`src/rtl/ext_irq_detect.sv`:
```
module ext_irq_detect #(
  parameter int NPINS = 4,
  localparam int IW = (NPINS > 1) ? $clog2(NPINS) : 1
) (
  input  logic             clk,
  input  logic             rst_n,
  input  logic [NPINS-1:0] pin_i,
  input  logic             cfg_we_i,
  input  logic [IW-1:0]    cfg_idx_i,
  input  logic [2:0]       cfg_sense_i,
  input  logic             cfg_filt_i,
  input  logic             ien_we_i,
  input  logic [NPINS-1:0] ien_data_i,
  input  logic             clr_we_i,
  input  logic [NPINS-1:0] clr_data_i,
  output logic [NPINS-1:0] flag_o,
  output logic [NPINS-1:0] event_o,
  output logic             irq_o
);

  logic [NPINS-1:0] sync1, sync2, cur, prev, cond, cond_q, flag_q, ien_q;
  logic [NPINS-1:0] clr;

  assign clr = clr_we_i ? clr_data_i : '0;

  always_ff @(posedge clk or negedge rst_n) begin
    if (!rst_n) begin
      sync1  <= '0;
      sync2  <= '0;
      prev   <= '0;
      cond_q <= '0;
      flag_q <= '0;
      ien_q  <= '0;
    end else begin
      sync1  <= pin_i;
      sync2  <= sync1;
      prev   <= cur;
      cond_q <= cond;
      flag_q <= (flag_q & ~clr) | cond;
      if (ien_we_i) ien_q <= ien_data_i;
    end
  end

  assign flag_o  = flag_q;
  assign event_o = cond & ~cond_q;
  assign irq_o   = |(flag_q & ien_q);

  for (genvar gi = 0; gi < NPINS; gi++) begin : g_pin
    logic [2:0] sense_q;
    logic       filt_q;
    logic [2:0] hist_q;
    logic       armed_q;
    logic       sel;
    logic       maj;

    assign sel = cfg_we_i && (cfg_idx_i == IW'(gi));
    assign maj = (hist_q[0] & hist_q[1]) | (hist_q[0] & hist_q[2]) | (hist_q[1] & hist_q[2]);
    assign cur[gi] = filt_q ? maj : sync2[gi];

    always_ff @(posedge clk or negedge rst_n) begin
      if (!rst_n) begin
        sense_q <= 3'd0;
        filt_q  <= 1'b0;
        hist_q  <= 3'b000;
        armed_q <= 1'b0;
      end else begin
        hist_q  <= {hist_q[1:0], sync2[gi]};
        armed_q <= !sel;
        if (sel) begin
          sense_q <= cfg_sense_i;
          filt_q  <= cfg_filt_i;
        end
      end
    end

    always_comb begin
      case (sense_q)
        3'd1:    cond[gi] = armed_q & cur[gi] & ~prev[gi];
        3'd2:    cond[gi] = armed_q & ~cur[gi] & prev[gi];
        3'd3:    cond[gi] = armed_q & (cur[gi] ^ prev[gi]);
        3'd4:    cond[gi] = cur[gi];
        3'd5:    cond[gi] = ~cur[gi];
        default: cond[gi] = 1'b0;
      endcase
    end

    assert_flag_sticky_R4: assert property (@(posedge clk) disable iff (!rst_n)
      (flag_o[gi] && !clr[gi]) |=> flag_o[gi]);

    assert_event_sets_flag_R7: assert property (@(posedge clk) disable iff (!rst_n)
      event_o[gi] |=> flag_o[gi]);

    assert_event_single_R11: assert property (@(posedge clk) disable iff (!rst_n)
      event_o[gi] |=> !event_o[gi]);

    assert_none_silent_R12: assert property (@(posedge clk) disable iff (!rst_n)
      ((sense_q == 3'd0 || sense_q > 3'd5) && !flag_o[gi]) |=> !flag_o[gi]);
  end

endmodule

```
`config.mk`:
```
export PLATFORM = sky130hd
export DESIGN_NAME = ext_irq_detect
export DESIGN_NICKNAME = d
export VERILOG_FILES = /design/src/rtl/ext_irq_detect.sv
export SDC_FILE = /design/constraint.sdc
export NUM_CORES = 1
export LEC_CHECK = 0
export ABC_CLOCK_PERIOD_IN_PS = 1400
export BUFFER_PORTS_ARGS = -buffer_cell sky130_fd_sc_hd__buf_2
export CORE_ASPECT_RATIO = 1.25
export CORE_UTILIZATION = 30
export CTS_BUF_LIST = sky130_fd_sc_hd__clkbuf_8
export DETAILED_ROUTE_END_ITERATION = 16
export GPL_ROUTABILITY_DRIVEN = 0
export PLACE_DENSITY = 0.44
export SLEW_MARGIN = 20
export SYNTH_ARGS = -nofsm -noshare
export SYNTH_HDL_FRONTEND = slang
export SYNTH_SLANG_ARGS = --single-unit
```
`constraint.sdc`:
```
create_clock -name clk -period 1.4 [get_ports clk]
set_input_delay 0.07 -clock clk [delete_from_list [all_inputs] [get_ports clk]]
set_output_delay 0.07 -clock clk [all_outputs]
set_load 0.1 [all_outputs]
```
# Word-level counts from Yosys, hierarchy flattened
# Index checks and enable logic that the tools add are counted.
word_totals:
  register_bits: 56
  inputBits: 23
op_classes:
  n_eq_ne: 23
  n_mux: 9
  bitwise: 58
  reduce_logical: 10
op_table:
  columns: ["operator", "n"]
  rows:
  - ["$and A1 B1 Y1", 32]
  - ["$eq A3 B2 Y1 const B", 8]
  - ["$eq A3 B3 Y1 const B", 8]
  - ["$pmux W1 S5", 4]
  - ["$and A4 B4 Y4", 3]
  - ["$eq A3 B1 Y1 const B", 4]
  - ["$not A1 Y1", 8]
  - ["$not A4 Y4", 2]
  - ["$or A1 B1 Y1", 8]
  - ["$eq A2 B2 Y1 const B", 2]
  - ["$logic_and A1 B1 Y1", 4]
  - ["$logic_not A1 Y1", 4]
  - ["$mux W1", 4]
  - ["$mux W4", 1]
  - ["$or A4 B4 Y4", 1]
  - ["$reduce_or A4 Y1", 1]
  - ["$xor A1 B1 Y1", 4]
  - ["$eq A2 B1 Y1 const B", 1]
  - ["$logic_not A2 Y1", 1]

# Depth between registers and ports, before layout
logic_depth:
  word_depth: 9
  mapped_depth: 3

# Worst setup path before layout
# OpenSTA, ideal clock, no wires.
synth_timing:
  kind: "flip-flop to output port"
  startpoint: "register g_pin[0].hist_q[1]"
  endpoint: "output port event_o[0]"
  arrival_ns: 2.507
  required_ns: 1.330
  setup_slack_ns: -1.177
  stages_incl_launch_ff: 4
  cell_sequence: "dfrtp_1 > maj3_2 > mux2i_4 > mux2i_1"
synth_via:
  elab_chain_cells: 9
  word_cells_on_any_way: 14
  classes_between: "2 x mux; 12 x bitwise"
synth_rtl:
  columns: ["element", "line_no", "text"]
  rows:
  - ["start, declared", "51", "logic [2:0] hist_q;"]
  - ["start signal, assigned", "67", "hist_q <= {hist_q[1:0], sync2[gi]};"]
  - ["$and A1 B1 Y1", "57", "assign maj = (hist_q[0] & hist_q[1]) | (hist_q[0] & hist_q[2]) | (hist_q[1] & hist_q[2]);"]
  - ["$or A1 B1 Y1", "57", null]
  - ["$or A1 B1 Y1 (*)", "57", null]
  - ["$mux W1 (*)", "58", "assign cur[gi] = filt_q ? maj : sync2[gi];"]
  - ["$not A1 Y1", "79, 82", null]
  - ["$and A1 B1 Y1 (2 in series)", "79", "3'd2: cond[gi] = armed_q & ~cur[gi] & prev[gi];"]
  - ["$pmux W1 S5 (*)", "77", "case (sense_q)"]
  - ["$and A4 B4 Y4 (*)", "45", "assign event_o = cond & ~cond_q;"]
  - ["end, declared", "17", "output logic [NPINS-1:0] event_o,"]
# Every way passes the cells marked *; elsewhere a longest branch is shown, timed or not.

# Worst setup path in the final report
layout_timing:
  startpoint: "register g_pin[0].hist_q[0]"
  endpoint: "output port event_o[0]"
layout_via:
  elab_chain_cells: 9
  word_cells_on_any_way: 14
  classes_between: "2 x mux; 12 x bitwise"
layout_rtl:
  columns: ["element", "line_no"]
  rows:
  - ["$and A1 B1 Y1", "57"]
  - ["$or A1 B1 Y1 (*) (2 in series)", "57"]
  - ["$mux W1 (*)", "58"]
  - ["$not A1 Y1", "79, 82"]
  - ["$and A1 B1 Y1 (2 in series)", "79"]
  - ["$pmux W1 S5 (*)", "77"]
  - ["$and A4 B4 Y4 (*)", "45"]
# Marks and branches as above.

==> impl_metrics.toml <==
[timing]
timing.final.ws_setup_ns = -0.379
final_min_period_over_clock_period = 1.27
skew_ns = 0.00802
setup_viol = 6
rsz0062_at_grt = "true"
fmax_mhz = 562
drv_slew = 0
max_slew.worst_pin.slew_ns = 0.483
period_needed_ns = 1.78
hold_viol = 0
slew-limit-headroom = 0.680

[worst_setup_path]
crit_path_start = "g_pin[0].hist_q[0]"
rr_endpoint = "flag_o[0]"
setup.reg_to_reg.worst_slack_ns = -0.03
worst-endpoint-required_ns = 1.33
endpoint = "event_o[0]"
criticalPathCategory = "reg -> out"
worstSetupEndpointType = "output pin"
worstRegToRegCells = 5
worstPathArrival_ns = 1.71
path_max_fanout = 2
critical_path.reg2reg.startpoint = "g_pin[0].hist_q[0]"
worst_setup_path_start_kind = "flip-flop"

[power_and_ir_drop]
peakVddDrop_uv = 1220
part_of_the_total_power_dissipated_in_the_clock_network = 0.178
sequentialPowerShare = 0.427
p_total_uw = 4830
p_leak_uw = 0.00129
power_frac_comb = 0.396
switching_share = 0.397
internal_power_uw = 2920
switchingPower_uw = 1920
power_density_nw_per_um2 = 1640

[clock_network]
cts_inserted_buffers = 5
clock_insertion_delay_worst_skew_ns = 0.31
clk_transition_reported_paths_ns = 0.10
h-tree-depth = 2
root_buffer = "sky130_fd_sc_hd__clkbuf_8"
cts_tree = "yes"
cts_buffer_depth = 2
numClockSinks = 56

[logic_synthesis]
netlist.top_cell.by_area = "sky130_fd_sc_hd__dfrtp_1"
yosysUniqueCellTypes = 19
ys_seq_area_frac = 0.614
synthDominantCellAreaShare = 0.614
synth-main-ff-cell = "sky130_fd_sc_hd__dfrtp_1"
async_reset_ff_frac = 1.00
synth.avg_cell_area_um2 = 15.0
post_synthesis_net_count = 175
yosys-top-cells-area = "sky130_fd_sc_hd__dfrtp_1 61%, sky130_fd_sc_hd__mux2_2 9.9%, sky130_fd_sc_hd__mux2i_1 5.3%"
syn_inst = 152
netlist_top_cells_count = "56 x sky130_fd_sc_hd__dfrtp_1, 20 x sky130_fd_sc_hd__mux2_2, 12 x sky130_fd_sc_hd__mux2i_1"
yosysMostFrequentCell = "sky130_fd_sc_hd__dfrtp_1"
ys_warn_count = 0
synth.ff_latch_count = 56
syn_area_um2 = 2280
synth_edf_count = 0

[grt]
largest_net_degree_at_the_start_of_global_routing = 57
grt_pass1_vias = 1474
grt-ovfl-total = 0
grt_first_pass_wirelength_mm = 7.02
gr-usage-all-layers = 0.120
antenna_found_initial = 0

[detailed_routing]
drt_drc_violations_left = 0
postRouteWirelength_mm = 4.15
dr_total_vias = 1394
route.detailed.wl_per_inst_um = 13.7
drt_iter0_drc = 44
number_of_routed_nets_with_antenna_violations = 0
post_drt_via_cell_ratio = 4.60
detailed_router_iteration_count_before_antenna_repair = 2

[min_path]
min_path_type = "in -> reg"
min-delay-start = "cfg_idx_i[0]"

[place]
placed_cells_incl_taps = 284
dp_hpwl_mm = 3.00
postPlaceCellArea_um2 = 2750
numPortBuffers = 31
pre_cts_setup_slack_ns = -0.0527

[die]
core_um2 = 7360
num_io_pins = 32
die_h_um = 99.5
fp.dieW_um = 80.0
dieArea_um2 = 7960
initial_utilization = 0.310
std_cell_rows = 35

[finish]
finalCoreUtilization = 0.402
n_antenna_cell = 0
num-nets-final = 233
instances_no_fill = 303
post-route-cell-area_um2 = 2950
area_growth_pct = 29.5
layout-drive-gt1-share = 0.450

[run_status]
status = "complete, but fails checks"
failed_checks = "setup timing"

[flow_run]
drv_cap = 0
[per-stage QoR]
step,TNS [ns],hold slack (ns)
floorplan,-1.26,-0.226
global placement,-0.0655,0.0899
detailed placement,-0.186,0.0954
CTS,-1.60,0.0354
global route,-1.97,0.0593
finish,-1.53,0.0477
[cell usage in the layout, fill, tap and decap left out, types with 5 or more instances in the layout]
cell type	count
sky130_fd_sc_hd__buf_12	5
sky130_fd_sc_hd__mux2i_1	7
sky130_fd_sc_hd__inv_1	6
sky130_fd_sc_hd__mux2i_4	8
sky130_fd_sc_hd__clkbuf_8	5
sky130_fd_sc_hd__dlygate4sd3_1	9
sky130_fd_sc_hd__mux2_2	20
sky130_fd_sc_hd__nor2_1	8
sky130_fd_sc_hd__nor3_1	8
sky130_fd_sc_hd__buf_2	26
sky130_fd_sc_hd__dfrtp_1	52
sky130_fd_sc_hd__buf_4	11
sky130_fd_sc_hd__o21bai_1	8
[worst max-delay path, stage by stage, from the launching register on]
cell                      delay [ns]
sky130_fd_sc_hd__dfrtp_1        0.39
sky130_fd_sc_hd__maj3_2         0.33
sky130_fd_sc_hd__mux2i_4        0.20
sky130_fd_sc_hd__mux2i_4        0.28
sky130_fd_sc_hd__buf_12         0.19
[power groups by stage]
stage	clock (µW)	combinational (µW)	sequential (µW)
3_3_place_gp	0	1860	2090
5_1_grt	962	2010	2110
3_5_place_dp	0	1880	2100
2_1_floorplan	0	996	2470
6_report	860	1910	2060
4_1_cts	917	1900	2060
[logic make-up after synthesis]
| family | share of synthesized area |
|---|---|
| multiplexers | 0.191 |
| AO/OA/AOI/OAI | 0.0461 |
| flip-flops | 0.614 |
| AND/OR/NAND/NOR | 0.121 |
| adder cells (fa/ha/maj) | 0.0197 |
| buffers and inverters | 0.00823 |
[routing by layer]
metal	GRT usage	routed length, µm	up-vias
met5	0	0	-
met4	0.0495	77	0
met3	0.0284	174	7
met2	0.193	2010	31
met1	0.153	1890	690
li1	-	-	666
[sequential cells by signal, indices dropped and copies added, names as in the netlist]
register	flops
g_pin.hist_q	12
g_pin.sense_q	12
cond_q	4
flag_o	4
g_pin.armed_q	4
g_pin.filt_q	4
ien_q	4
prev	4
sync1	4
sync2	4
[worst min path at each step]
stage	end	slack, ns	cells after the start
5_1_grt	ien_q[3]	0.06	2
6_report	g_pin[0].armed_q	0.05	3
2_1_floorplan	cond_q[0]	-0.23	0
3_5_place_dp	g_pin[2].hist_q[1]	0.1	2
3_3_place_gp	g_pin[2].hist_q[2]	0.09	2
4_1_cts	g_pin[0].armed_q	0.04	3
[repair_timing]
item                                    CTS  global route
endpoints found under the hold margin    64             0
gates resized for setup                   0             4
pin swaps                                 2             2
setup buffers                             1             1
hold buffers                              9             0
endpoints found under the setup margin    4             7
[area by class of cell]
| class | instances | area (µm²) |
|---|---|---|
| well taps | 92 | 115 |
| clock inverters | 3 | 20.0 |
| inverters | 5 | 18.8 |
| repair buffers | 51 | 403 |
| clock buffers | 5 | 68.8 |
| multi-input cells | 91 | 922 |
| fillers | 702 | 4400 |
| flip-flops and latches | 56 | 1410 |
Power figures use the tool's default switching activity.
